===== src/rtl/i2c_chan_sel.sv =====
module i2c_chan_sel #(
  parameter int         FILT    = 3,
  parameter logic [3:0] ADDR_HI = 4'b1110
) (
  input  logic       clk,
  input  logic       rst_n,
  input  logic       scl_i,
  input  logic       sda_i,
  input  logic [2:0] strap_i,
  output logic       sda_pull_o,
  output logic [7:0] chan_en_o
);
  localparam int CW = $clog2(FILT + 1);
  localparam logic [CW-1:0] CLIM = CW'(FILT - 1);

  typedef enum logic [2:0] {IDLE, ADDR, AACK, WDATA, WACK, RDATA, RACK} st_t;

  logic [1:0]    raw, s1, s2, f, q;
  logic [CW-1:0] fc [2];
  st_t           st;
  logic [3:0]    bcnt;
  logic [7:0]    sh, pend;
  logic [2:0]    strap_q;
  logic          rw, ph;

  assign raw = {sda_i, scl_i};

  always_ff @(posedge clk or negedge rst_n) begin
    if (!rst_n) begin
      s1 <= '1; s2 <= '1; f <= '1; q <= '1;
      fc[0] <= '0; fc[1] <= '0;
    end else begin
      s1 <= raw;
      s2 <= s1;
      q  <= f;
      for (int i = 0; i < 2; i++) begin
        if (s2[i] == f[i])       fc[i] <= '0;
        else if (fc[i] == CLIM) begin f[i] <= s2[i]; fc[i] <= '0; end
        else                     fc[i] <= fc[i] + 1'b1;
      end
    end
  end

  wire scl_f = f[0];
  wire sda_f = f[1];
  wire rise  = scl_f & ~q[0];
  wire fall  = ~scl_f & q[0];
  wire start = scl_f & q[0] & q[1] & ~sda_f;
  wire stop  = scl_f & q[0] & ~q[1] & sda_f;

  always_ff @(posedge clk or negedge rst_n) begin
    if (!rst_n) begin
      st <= IDLE; bcnt <= '0; sh <= '0; pend <= '0; strap_q <= '0;
      rw <= 1'b0; ph <= 1'b0; sda_pull_o <= 1'b0; chan_en_o <= '0;
    end else if (start) begin
      st <= ADDR; bcnt <= '0; ph <= 1'b0; strap_q <= strap_i; sda_pull_o <= 1'b0;
    end else if (stop) begin
      st <= IDLE; sda_pull_o <= 1'b0; chan_en_o <= pend;
    end else begin
      case (st)
        ADDR: if (rise) begin
          sh   <= {sh[6:0], sda_f};
          bcnt <= bcnt + 1'b1;
          if (bcnt == 4'd7) begin
            rw <= sda_f;
            ph <= 1'b0;
            st <= (sh[6:0] == {ADDR_HI, strap_q}) ? AACK : IDLE;
          end
        end
        AACK, WACK: if (fall) begin
          if (!ph) begin
            sda_pull_o <= 1'b1; ph <= 1'b1;
          end else begin
            ph <= 1'b0; bcnt <= '0;
            if (st == AACK && rw) begin
              st <= RDATA; sh <= pend; sda_pull_o <= ~pend[7];
            end else begin
              st <= WDATA; sda_pull_o <= 1'b0;
            end
          end
        end
        WDATA: if (rise) begin
          sh   <= {sh[6:0], sda_f};
          bcnt <= bcnt + 1'b1;
          if (bcnt == 4'd7) begin
            pend <= {sh[6:0], sda_f}; st <= WACK; ph <= 1'b0;
          end
        end
        RDATA: begin
          if (rise) bcnt <= bcnt + 1'b1;
          else if (fall) begin
            if (bcnt == 4'd8) begin
              sda_pull_o <= 1'b0; st <= RACK; ph <= 1'b0;
            end else begin
              sda_pull_o <= ~sh[6]; sh <= {sh[6:0], 1'b0};
            end
          end
        end
        RACK: begin
          if (rise) begin
            if (sda_f) st <= IDLE;
            else       ph <= 1'b1;
          end else if (fall && ph) begin
            st <= RDATA; bcnt <= '0; ph <= 1'b0; sh <= pend; sda_pull_o <= ~pend[7];
          end
        end
        default: ;
      endcase
    end
  end


  en_hold_chk: assert property (@(posedge clk) disable iff (!rst_n)
    !$stable(chan_en_o) |-> $past(stop));

  en_apply_chk: assert property (@(posedge clk) disable iff (!rst_n)
    stop |=> chan_en_o == $past(pend));

  pull_scl_low_chk: assert property (@(posedge clk) disable iff (!rst_n)
    $rose(sda_pull_o) |-> !scl_f);

  rs_restart_chk: assert property (@(posedge clk) disable iff (!rst_n)
    start |=> st == ADDR && !sda_pull_o && bcnt == 4'd0);

  idle_quiet_chk: assert property (@(posedge clk) disable iff (!rst_n)
    st == IDLE |-> !sda_pull_o);
endmodule


===== config.mk =====
export PLATFORM = sky130hd
export DESIGN_NAME = i2c_chan_sel
export DESIGN_NICKNAME = d
export VERILOG_FILES = /design/src/rtl/i2c_chan_sel.sv
export SDC_FILE = /design/constraint.sdc
export NUM_CORES = 1
export LEC_CHECK = 0
export BUFFER_PORTS_ARGS = -buffer_cell sky130_fd_sc_hd__buf_2
export CAP_MARGIN = 20
export CORE_MARGIN = 2
export CORE_UTILIZATION = 45
export DETAILED_ROUTE_END_ITERATION = 8
export GPL_ROUTABILITY_DRIVEN = 0
export PLACE_DENSITY = 0.7
export SLEW_MARGIN = 15
export SYNTH_ARGS = -nofsm -noshare
export SYNTH_HDL_FRONTEND = slang
export SYNTH_SLANG_ARGS = --single-unit

===== constraint.sdc =====
create_clock -name clk -period 5.53 [get_ports clk]
set_clock_uncertainty 0.2 [all_clocks]
set_input_delay 0.2765 -clock clk [delete_from_list [all_inputs] [get_ports clk]]
set_output_delay 0.2765 -clock clk [all_outputs]
set_load 0.01 [all_outputs]

; ---- Word level (Yosys, flattened, before mapping)
; Cells that the tools add are included.
; Widths: inputs -> output; s select.
[word_totals]
register_bits = 48
inputBits = 7
output_inout_bits = 9
word_cells = 167
[op_classes]
add_sub_neg = 3
n_eq_ne = 48
muxes = 63
bitwise_logic = 17
reduce_logical = 20
[ops]
columns = cell, count
row1 = $mux 7, 9
row2 = $ne 4x4->1 const B, 13
row3 = $mux 3, 15
row4 = $mux 4, 7
row5 = $pmux 7 s4, 1
row6 = $reduce_and 12->1, 2
row7 = $mux 1, 22
row8 = $ne 3x3->1 const B, 7
row9 = $ne 2x2->1 const B, 9
row10 = $pmux 3 s5, 1
row11 = $pmux 4 s3, 1
row12 = $mux 2, 5
row13 = $ne 5x5->1 const B, 2
row14 = $not 1->1, 10
row15 = $reduce_and 10->1, 1
row16 = $reduce_and 5->1, 2
row17 = $reduce_bool 5->1, 2
row18 = $eq 3x3->1 const B, 3
row19 = $ne 3x1->1 const B, 3
row20 = $reduce_bool 4->1, 2
row21 = $and 1x1->1, 7
row22 = $eq 7x7->1, 1
row23 = $reduce_and 7->1, 1
row24 = $reduce_bool 7->1, 1
row25 = 16 further kinds, 24

; ---- Longest topological paths before layout
[depth]
depth_word = 8
mapped_depth = 8
ltp_nobuf = 7

; ---- Least setup slack after synthesis
; OpenSTA, ideal clock, no wires.
[synth_path]
kind = register to register
startpoint = register bcnt[0]
endpoint = register st[0]
setup_time_ns = 0.125
t_arrival_ns = 1.633
required_time_ns = 5.205
path_slack_ns = 3.572
stages_incl_launch_ff = 7
n_path_buf = 0
period_less_slack_ns = 1.958
cell_sequence = dfrtp_1 > ha_1 > nand4b_1 > a2bb2oi_1 > nand3_1 > o21ai_1 > mux2_2
[synth_between]
elab_chain_cells = 3
word_cells_on_any_way = 6
classes_between = eq/ne (5) / reduce/logical (1)
[synth_lines]
columns = element, line_no
row1 = start: declaration, 21  ; logic [3:0] bcnt;
row2 = start signal: assignment, 63  ; bcnt <= bcnt + 1'b1;
row3 = start signal: assignment, 84  ; bcnt <= bcnt + 1'b1;
row4 = start signal: assignment, 90  ; if (rise) bcnt <= bcnt + 1'b1;
row5 = $eq 4x4->1 / $eq 4x3->1 (equally long branches), "92, 64, 85"
row6 = $ne 4x4->1 (no source line), n/a
row7 = $reduce_and 12->1 (no source line) (*), n/a
row8 = end signal: assignment, 67  ; st <= (sh[6:0] == {ADDR_HI, strap_q}) ? AACK : IDLE;
row9 = end: declaration, 20  ; st_t st;
; Every way passes the cells marked *; elsewhere a longest branch is shown, timed or not.
; A chain may end at the register's enable or synchronous reset.

; ---- Worst setup path in the final report
[layout_path]
startpoint = register st[2]
endpoint = register bcnt[3]
[layout_between]
elab_chain_cells = 5
word_cells_on_any_way = 18
classes_between = eq/ne (11) / mux (3) / reduce/logical (4)
[layout_lines]
columns = element, line_no
row1 = "$eq 3x3->1, or another cell as far along", 60  ; case (st)
row2 = $reduce_or 3->1 (no source line) / $reduce_or 2->1 (equally long branches), n/a
row3 = $pmux 4 s3, 60
row4 = $mux 4, 57  ; end else if (stop) begin
row5 = $mux 4, 55  ; end else if (start) begin
; Several ways; a longest one is shown, not always the timed one. The select of a mux whose other input is x is not followed.

==> impl_metrics.ini <==
[global_routing]
grt_antenna_before_repair = 0
global_route.usage.total_pct = 16.8
first_global_vias = 1654
first_pass_grt_wire_length_mm = 8.29
pin_count_of_the_biggest_net_entering_global_routing = 49
grt_overflow_total = 0

[setup_path]
setup.worst_path.end_class = register
critical_path.startpoint_type = register
critPathRequiredTime_ns = 5.51
critical_path_class = register to register
worstPathArrival_ns = 2.48
crit_fanout = 24
rrSetupSlack_ns = 3.03

[yosys]
synth_fp_nets = 236
netlist_instances = 227
postSynthAreaPerCell_sq_um = 11.4
synth_top_flop_cell = sky130_fd_sc_hd__dfrtp_1
ys_async_sr_fraction_pct = 100
synthesis.yosys.warnings = 0
yosys-top-cells-area = sky130_fd_sc_hd__dfrtp_1, sky130_fd_sc_hd__mux2_2, sky130_fd_sc_hd__dfstp_2
yosysTopAreaCell = sky130_fd_sc_hd__dfrtp_1
netlist-cell-type-count = 56
synth_sequential_area_ratio_pct = 47.0
ys_ff_latch = 48
synth_top_area_share_pct = 38.8
edff_count_synth = 0
syn-cell-area_sq_um = 2580

[place]
placed_cells_incl_taps = 304
number_of_buffer_cells_added_on_primary_ports = 15
dp.final_hpwl_mm = 3.28

[die]
std_cell_rows = 27
dieArea_sq_um = 6350
dieHeight_um = 79.7
start_util_pct = 46.8
die_width_um = 79.7
core_sq_um = 5510
top_level_ports = 16

[finish]
layout-drive-gt1-share_pct = 28.0
layout_common_cells = sky130_fd_sc_hd__dfrtp_1, sky130_fd_sc_hd__mux2_2, sky130_fd_sc_hd__buf_2, sky130_fd_sc_hd__nor2_1, sky130_fd_sc_hd__a21oi_1
final_net_count = 251
area_growth_pct = 8.35
layout.cells.most_common = sky130_fd_sc_hd__dfrtp_1
final_cell_count_no_fill = 315
finish.utilization_pct = 50.7
diodes = 0

[detailed_routing]
first_iter_violations = 159
route.detailed.vias_per_inst = 5.60
number_of_iterations_in_the_first_detailed_routing_pass = 4
drt_drc_violations_left = 0
detail_route.wl_per_cell_um = 15.6
wl_final_mm = 4.93
num_vias = 1764
final_antenna_net_count = 0

[pwr]
power.leakage_nw = 1.32
switching_share_pct = 35.5
comb_power_share_pct = 28.6
power_density_nw_per_um2 = 388
worst_ir_drop_vdd_uv = 219
seq_power_share_pct = 50.5
power.switching_mw = 0.384
clock_power_share_pct = 20.8
power_report.internal_total_mw = 0.698

[sta]
worst_slew_pin_slew_ns = 0.802
setup_viol = 0
slew_hr_pct = 46.5
finalCritPeriodShare_pct = 45.2
drv_slew = 0
fmax_ghz = 0.400
post-route-min-period_ns = 2.50
final.setup.tns_ns = 0
rsz_0062_raised_after_global_routing = false
fin_hold_ws_ns = 0.0100
finalHoldViolCount = 0

[clock_network]
clkSinkCount = 48
cts_tree = done
clk_tree_root_cell = sky130_fd_sc_hd__clkbuf_8
tritoncts.num_buffers = 5
cts_max_level = 2
clock_insertion_delay_worst_skew_ns = 0.30
clkTransAtPathRegs_ns = 0.09
ctsLongestPathBuffers = 2

[run_status]
outcome = finished clean

[run]
max_capacitance_violation_total = 0

[hold_path]
min-delay-path-class = input pin to register
-- Yosys cell counts (5+ instances only) --
master,number
sky130_fd_sc_hd__a21oi_1,11
sky130_fd_sc_hd__o21ai_0,9
sky130_fd_sc_hd__xnor2_1,5
sky130_fd_sc_hd__nand2_1,5
sky130_fd_sc_hd__inv_1,5
sky130_fd_sc_hd__nor2b_1,10
sky130_fd_sc_hd__nor2_1,14
sky130_fd_sc_hd__nand2b_1,7
sky130_fd_sc_hd__dfstp_2,8
sky130_fd_sc_hd__mux2i_1,8
sky130_fd_sc_hd__nand3_1,7
sky130_fd_sc_hd__dfrtp_1,40
sky130_fd_sc_hd__mux2_2,24
-- layout make-up --
| cell class | count | area, sq um |
|---|---|---|
| timing repair buffer | 19 | 113 |
| fill | 487 | 2710 |
| clock buffer | 8 | 100 |
| tap | 72 | 90.1 |
| sequential | 48 | 1210 |
| multi-input combinational | 163 | 1260 |
| inverter | 5 | 18.8 |
-- repair_timing --
action                                 CTS  global route
endpoints found under the hold margin   42             0
buffers inserted                         0             0
gates resized for setup                  0             0
hold buffers                             3             0
-- critical path, stage by stage, from the launching register on --
cell	delay, ns
sky130_fd_sc_hd__dfrtp_1	0.84
sky130_fd_sc_hd__nand2_2	0.29
sky130_fd_sc_hd__nand2_2	0.31
sky130_fd_sc_hd__o21ai_2	0.13
sky130_fd_sc_hd__a211o_4	0.30
sky130_fd_sc_hd__a211o_1	0.29
-- per-stage QoR --
step	setup WS (ns)	instance area (sq um)	total power, mW
after floorplan	3.57	2580	0.810
after global placement	3.10	2660	0.851
after detailed placement	3.08	2660	0.860
after CTS	3.07	2790	1.09
after global routing	2.89	2790	1.16
final	3.03	2790	1.08
-- state kept, by name, indices dropped and copies added, names as in the netlist, 3 cells and up --
signal,cells
bcnt,4
fc,4
sh,7
st,3
strap_q,3
pend,8
chan_en_o,8
-- power groups by stage --
| stage | clock network, mW | registers (mW) | logic (mW) |
|---|---|---|---|
| 6_report | 0.226 | 0.547 | 0.310 |
| 5_1_grt | 0.249 | 0.564 | 0.346 |
| 4_1_cts | 0.231 | 0.546 | 0.311 |
| 3_5_place_dp | 0 | 0.551 | 0.309 |
| 3_3_place_gp | 0 | 0.547 | 0.304 |
| 2_1_floorplan | 0 | 0.485 | 0.325 |
-- per-layer routing --
| metal | vias up | share of wire [%] | track usage [%] |
|---|---|---|---|
| met1 | 866 | 49 | 23.7 |
| met2 | 32 | 47 | 25.7 |
| met3 | 6 | 3.6 | 3.62 |
| met5 | - | 0 | 0 |
| met4 | 0 | 1.1 | 5.52 |
| li1 | 860 | - | - |
-- kinds of logic after synthesis --
logic type | share of synthesized area [%]
and+or+nand+nor | 18.1
DFF | 47.0
AOI/OAI and AO/OA | 13.6
muxes | 14.2
buffers and inverters | 4.12
xor gates and xnor gates | 2.04
adders and majority gates | 0.970
-- final timing paths --
path                                 start          to  cells after the start
worst max-delay path                 st[2]     bcnt[3]                      5
worst min-delay path            strap_i[1]  strap_q[1]                      2
worst max register to register       st[2]     bcnt[3]                      5
worst min register to register       s1[0]       s2[0]                      0
max in group asynchronous            rst_n       fc[1]                      3
min in group asynchronous            rst_n       fc[2]                      3
Power figures use the tool's default switching activity.
